$ cat src/rtl/dram_ref_pkg.sv
package dram_ref_pkg;
  typedef enum logic [1:0] {ST_RUN, ST_BURST, ST_SELF, ST_EXIT} ref_state_e;
  localparam logic [1:0] MODE_BURST = 2'b01;
  localparam logic [1:0] MODE_SELF  = 2'b10;
endpackage

$ cat src/rtl/ref_cycle_timer.sv
module ref_cycle_timer #(
  parameter int LIMIT = 16
) (
  input  logic clk_i,
  input  logic rst_ni,
  input  logic en_i,
  output logic done_o
);
  localparam int CW = (LIMIT > 1) ? $clog2(LIMIT) : 1;
  localparam logic [CW-1:0] LAST = CW'(LIMIT - 1);

  logic [CW-1:0] cnt_q;

  always_ff @(posedge clk_i or negedge rst_ni) begin
    if (!rst_ni)              cnt_q <= '0;
    else if (!en_i)           cnt_q <= '0;
    else if (cnt_q == LAST)   cnt_q <= '0;
    else                      cnt_q <= cnt_q + 1'b1;
  end

  assign done_o = en_i && (cnt_q == LAST);
endmodule

$ cat src/rtl/ref_row_counter.sv
module ref_row_counter #(
  parameter int NUM_ROWS = 16,
  localparam int ROW_W = (NUM_ROWS > 1) ? $clog2(NUM_ROWS) : 1
) (
  input  logic             clk_i,
  input  logic             rst_ni,
  input  logic             inc_i,
  output logic [ROW_W-1:0] row_o
);
  localparam logic [ROW_W-1:0] LAST = ROW_W'(NUM_ROWS - 1);

  always_ff @(posedge clk_i or negedge rst_ni) begin
    if (!rst_ni)   row_o <= '0;
    else if (inc_i) row_o <= (row_o == LAST) ? '0 : row_o + 1'b1;
  end
endmodule

$ cat src/rtl/dram_refresh_seq.sv
module dram_refresh_seq
  import dram_ref_pkg::*;
#(
  parameter int NUM_ROWS = 16,
  parameter int INTERVAL = 20,
  parameter int SR_EXIT  = 6,
  localparam int ROW_W = (NUM_ROWS > 1) ? $clog2(NUM_ROWS) : 1
) (
  input  logic             clk_i,
  input  logic             rst_ni,
  input  logic [1:0]       mode_i,
  input  logic             ref_gnt_i,
  output logic             ref_req_o,
  output logic [ROW_W-1:0] ref_row_o,
  output logic             ready_o,
  output logic             sr_active_o
);
  localparam int LW = $clog2(NUM_ROWS + 1);

  ref_state_e    state_q, state_d;
  logic          pend_q;
  logic [LW-1:0] left_q;
  logic          tick, exit_done, dist_mode;

  assign dist_mode = (mode_i != MODE_BURST) && (mode_i != MODE_SELF);

  ref_cycle_timer #(.LIMIT(INTERVAL)) u_ival (
    .clk_i, .rst_ni, .en_i(state_q == ST_RUN), .done_o(tick)
  );

  ref_cycle_timer #(.LIMIT(SR_EXIT)) u_exit (
    .clk_i, .rst_ni, .en_i(state_q == ST_EXIT), .done_o(exit_done)
  );

  ref_row_counter #(.NUM_ROWS(NUM_ROWS)) u_row (
    .clk_i, .rst_ni, .inc_i(ref_req_o && ref_gnt_i), .row_o(ref_row_o)
  );

  always_comb begin
    state_d = state_q;
    unique case (state_q)
      ST_RUN: begin
        if (mode_i == MODE_SELF && !pend_q)      state_d = ST_SELF;
        else if (tick && mode_i == MODE_BURST)  state_d = ST_BURST;
      end
      ST_BURST: if (ref_gnt_i && left_q == LW'(1)) state_d = ST_RUN;
      ST_SELF:  if (mode_i != MODE_SELF)           state_d = ST_EXIT;
      ST_EXIT:  if (exit_done)                     state_d = ST_RUN;
      default:                                     state_d = ST_RUN;
    endcase
  end

  always_ff @(posedge clk_i or negedge rst_ni) begin
    if (!rst_ni) begin
      state_q <= ST_RUN;
      pend_q  <= 1'b0;
      left_q  <= '0;
    end else begin
      state_q <= state_d;
      // single pending slot: extra ticks while waiting are absorbed
      if (state_q == ST_RUN) begin
        if (tick && dist_mode) pend_q <= 1'b1;
        else if (ref_gnt_i)    pend_q <= 1'b0;
      end else begin
        pend_q <= 1'b0;
      end
      if (state_q == ST_RUN && state_d == ST_BURST) left_q <= LW'(NUM_ROWS);
      else if (state_q == ST_BURST && ref_gnt_i)    left_q <= left_q - 1'b1;
    end
  end

  assign ref_req_o   = (state_q == ST_BURST) || (state_q == ST_RUN && pend_q);
  assign ready_o     = (state_q == ST_RUN);
  assign sr_active_o = (state_q == ST_SELF);
endmodule

$ cat config.mk
export PLATFORM = sky130hd
export DESIGN_NAME = dram_refresh_seq
export DESIGN_NICKNAME = d
export VERILOG_FILES = /design/src/rtl/dram_ref_pkg.sv /design/src/rtl/ref_cycle_timer.sv /design/src/rtl/ref_row_counter.sv /design/src/rtl/dram_refresh_seq.sv
export SDC_FILE = /design/constraint.sdc
export NUM_CORES = 1
export LEC_CHECK = 0
export ABC_AREA = 1
export CORE_MARGIN = 3
export CORE_UTILIZATION = 30
export DETAILED_ROUTE_END_ITERATION = 7
export DONT_BUFFER_PORTS = 1
export MAX_ROUTING_LAYER = met4
export PLACE_DENSITY = 0.43
export SKIP_LAST_GASP = 1
export SYNTH_ARGS = -nofsm -noshare
export SYNTH_HDL_FRONTEND = slang
export SYNTH_SLANG_ARGS = --single-unit
$ cat constraint.sdc
create_clock -name clk_i -period 1.12 [get_ports clk_i]
set_input_delay 0.168 -clock clk_i [delete_from_list [all_inputs] [get_ports clk_i]]
set_output_delay 0.168 -clock clk_i [all_outputs]
set_load 0.01 [all_outputs]
==> impl_results.md <==
- Met2 Use GR: 16.8%
- FF+latch count, synth: 20
- Mapped cell area: 1110 sq um
- Starting Density: 32.2%
- Power Density: 2270 nW/um^2
- First-pass detailed-route iteration total: 4
- Critical path, cell by cell: nor2_4 -> buf_6 -> buf_6
- # DRC: 0
- Clock Skew: 0.00544 ns
- Worst r2r dst: left_q[3]
- Ys Warns: 0
- RSZ-0062 raised after global routing: yes
- Clock transition at path regs: 0.08 ns
- Final Cycle Share: 108%
- Clock Path Buffers: 2
- Top post-synthesis cells by area: dfrtp_1 (45%), nand2_1 (11%), ha_1 (6.8%)
- Setup TNS: -0.278 ns
- Gpl congestion: 0.716
- VDD IR max: 0.000806 V
- Syn nets: 146
- Nets: 168
- Hold Vio Cnt, Final: 0
- Worst Path Required: 0.95 ns
- Async SR Flop Fraction: 100%
- Max-slew violations: 0
- Total gr overflow: 0
- Violated checks: negative setup slack
- GR Layer Usage met3: 2.87%
- I/O Buffers: 0
- Power, Total: 3.21 mW
- Pin count of the biggest net entering global routing: 21
- XOR/XNOR share of the synthesized area: 2.37%
- Final worst setup slack: -0.0932 ns
- Post-synth EDFFs: 0
- Most frequent cell after synthesis: nand2_1
- Crit Path Class: flip-flop to output pin
- N_diodes: 0
- Final setup vio count: 8
- Final ANT Viol Nets: 0
- Die H: 66.8 um
- Total GRT Usage: 12.1%
- CTS tree: yes
- CP max FO: 5
- Worst setup path startpoint: state_q[0]
- Busiest layer in global routing: met2
- Largest family of logic cells by synthesized area: simple AND/OR/NAND/NOR gates
- Syn avg cell area: 8.20 sq um
- Root buffer cell: clkbuf_8
- Final Util: 41.0%
- CP peak stage delay: 0.47 ns
- Vias per cell: 4.42
- Clock buffers created by TritonCTS: 3
- Die footprint: 4460 sq um
- Syn-to-layout area delta: 27.6%
- Die X: 66.8 um
- Reported max-cap violation count: 0
- Beginning of the worst register-to-register path: state_q[0]
- Share of layout cells above drive strength 1: 30.1%
- R2R depth: 6
- Total number of vias: 893
- Worst hold path class: input port to asynchronous set/reset pin
- Core ar.: 3440 sq um
- CP max stage cell: dfrtp_2
- Reg2reg setup slack: -0.02 ns
- Most frequent cells after synthesis: nand2_1 (31), dfrtp_1 (20), nor2_1 (20), inv_1 (17), nand3_1 (12)
- Clock Latency Late Sink: 0.26 ns
- Initial antenna violation count: 0
- Top_reg_cell synth: dfrtp_1
- Worst Max-Slew Pin Slew: 0.923 ns
- Post-synthesis mux area share: 0%
- Top cell type's share of synthesized area: 45.2%
- Status: complete, but fails checks
- Seq/Total Area, Yosys: 45.2%
- Post-synthesis adder-cell area fraction: 6.78%
- Multi-input logic area: 572 sq um
- Met1 global-route usage: 16.6%
- H-tree Lvls: 1
- Largest area contributor in the netlist: dfrtp_1
- Setup crit end: ready_o
- DR iter-0 viols: 51
- Sequential Area: 503 sq um
- Global-route wire length before repair: 4000 um
- Total Wirelength: 2230 um
- Final-layout fill cell count: 358
- I/O Pins: 12
- CP Launch Type: flip-flop
- Setup WS pre-CTS: -0.0678 ns
- Post-DP HPWL: 1580 um
- Worst Hold Margin: 0.110 ns
- Mapped Cells: 135
- WL/cell: 11.1 um
- Vias in the first global route: 863
- Post-synth cell types: 25
- Max Freq: 824 MHz
- Synth Area in Simple Gates: 32.9%
- TritonCTS Sinks: 20
- Most frequent cell on the critical path: buf_6
- CP endpoint kind: output pin
- Fin crit period: 1.21 ns
- # rows: 21
- Post-synthesis compound-gate area fraction: 5.08%
- Max-slew headroom: 38.4%
- P_leak: 0.685 nW
- CP arrival: 1.05 ns
==> logic make-up (layout without fill, tap and decap cells) <==
logic type | after synthesis | after routing
compound gates | 10 | 10
xor+xnor | 3 | 3
fa+ha+maj | 6 | 6
buf+inv | 20 | 41
flops | 20 | 20
simple gates | 76 | 76
==> per-stage QoR <==
| stage | cell area [sq um] | instances |
|---|---|---|
| after CTS | 1360 | 201 |
| after floorplan | 1110 | 135 |
| after global placement | 1240 | 191 |
| after detailed placement | 1240 | 191 |
| final | 1410 | 202 |
| after global routing | 1410 | 202 |
==> worst min-delay path by stage <==
stage | from | to | depth (start not counted)
floorplan | rst_ni | left_q[0] | 0
finish | rst_ni | u_row.row_o[2] | 1
global route | ref_gnt_i | pend_q | 3
detailed placement | rst_ni | u_row.row_o[2] | 0
global placement | rst_ni | u_row.row_o[0] | 0
CTS | ref_gnt_i | pend_q | 3
==> repair_timing <==
item / CTS / global route
hold buffers: 1 / 0
hold endpoints to repair: 20 / 0
pin swaps: 2 / 9
gates resized for setup: 8 / 15
setup endpoints to repair: 12 / 40
gates cloned: 0 / 0
setup buffers: 5 / 1
==> cell usage in the layout, fill, tap and decap left out, drive strengths merged, types with 4 or more instances in the layout <==
cell type  count
nand2         33
nor2          25
dfrtp         20
inv           19
buf           17
nand3         14
o21ai          7
ha             6
clkbuf         4
==> routing by layer <==
| metal | vias to the layer above | wire, um |
|---|---|---|
| met5 | - | 0 |
| met4 | 0 | 31 |
| met3 | 4 | 107 |
| met2 | 13 | 973 |
| met1 | 412 | 1120 |
| li1 | 464 | - |
==> worst max-delay path: cells and delay by family (launching register included) <==
family        cells  cell delay (ns)
flops             1             0.47
buf+inv           2             0.20
simple gates      1             0.12
==> state kept, by name (all words and copies together) (netlist names) <==
signal	count
left_q	5
u_ival.cnt_q	5
u_row.row_o	4
u_exit.cnt_q	3
state_q	2
pend_q	1
==> cell type report <==
| type | count | area share, % |
|---|---|---|
| multi-input combinational | 95 | 40.5 |
| sequential | 20 | 35.6 |
| timing repair buffer | 18 | 10.7 |
| inverter | 19 | 5.23 |
| tap | 46 | 4.07 |
| clock buffer | 4 | 3.90 |
==> power breakdown <==
| part | internal [mW] | switching (mW) |
|---|---|---|
| Sequential | 0.975 | 0.258 |
| Combinational | 0.659 | 0.761 |
| Clock | 0.313 | 0.240 |
| Total | 1.95 | 1.26 |
Note: power is estimated with default switching activity, not from simulation.
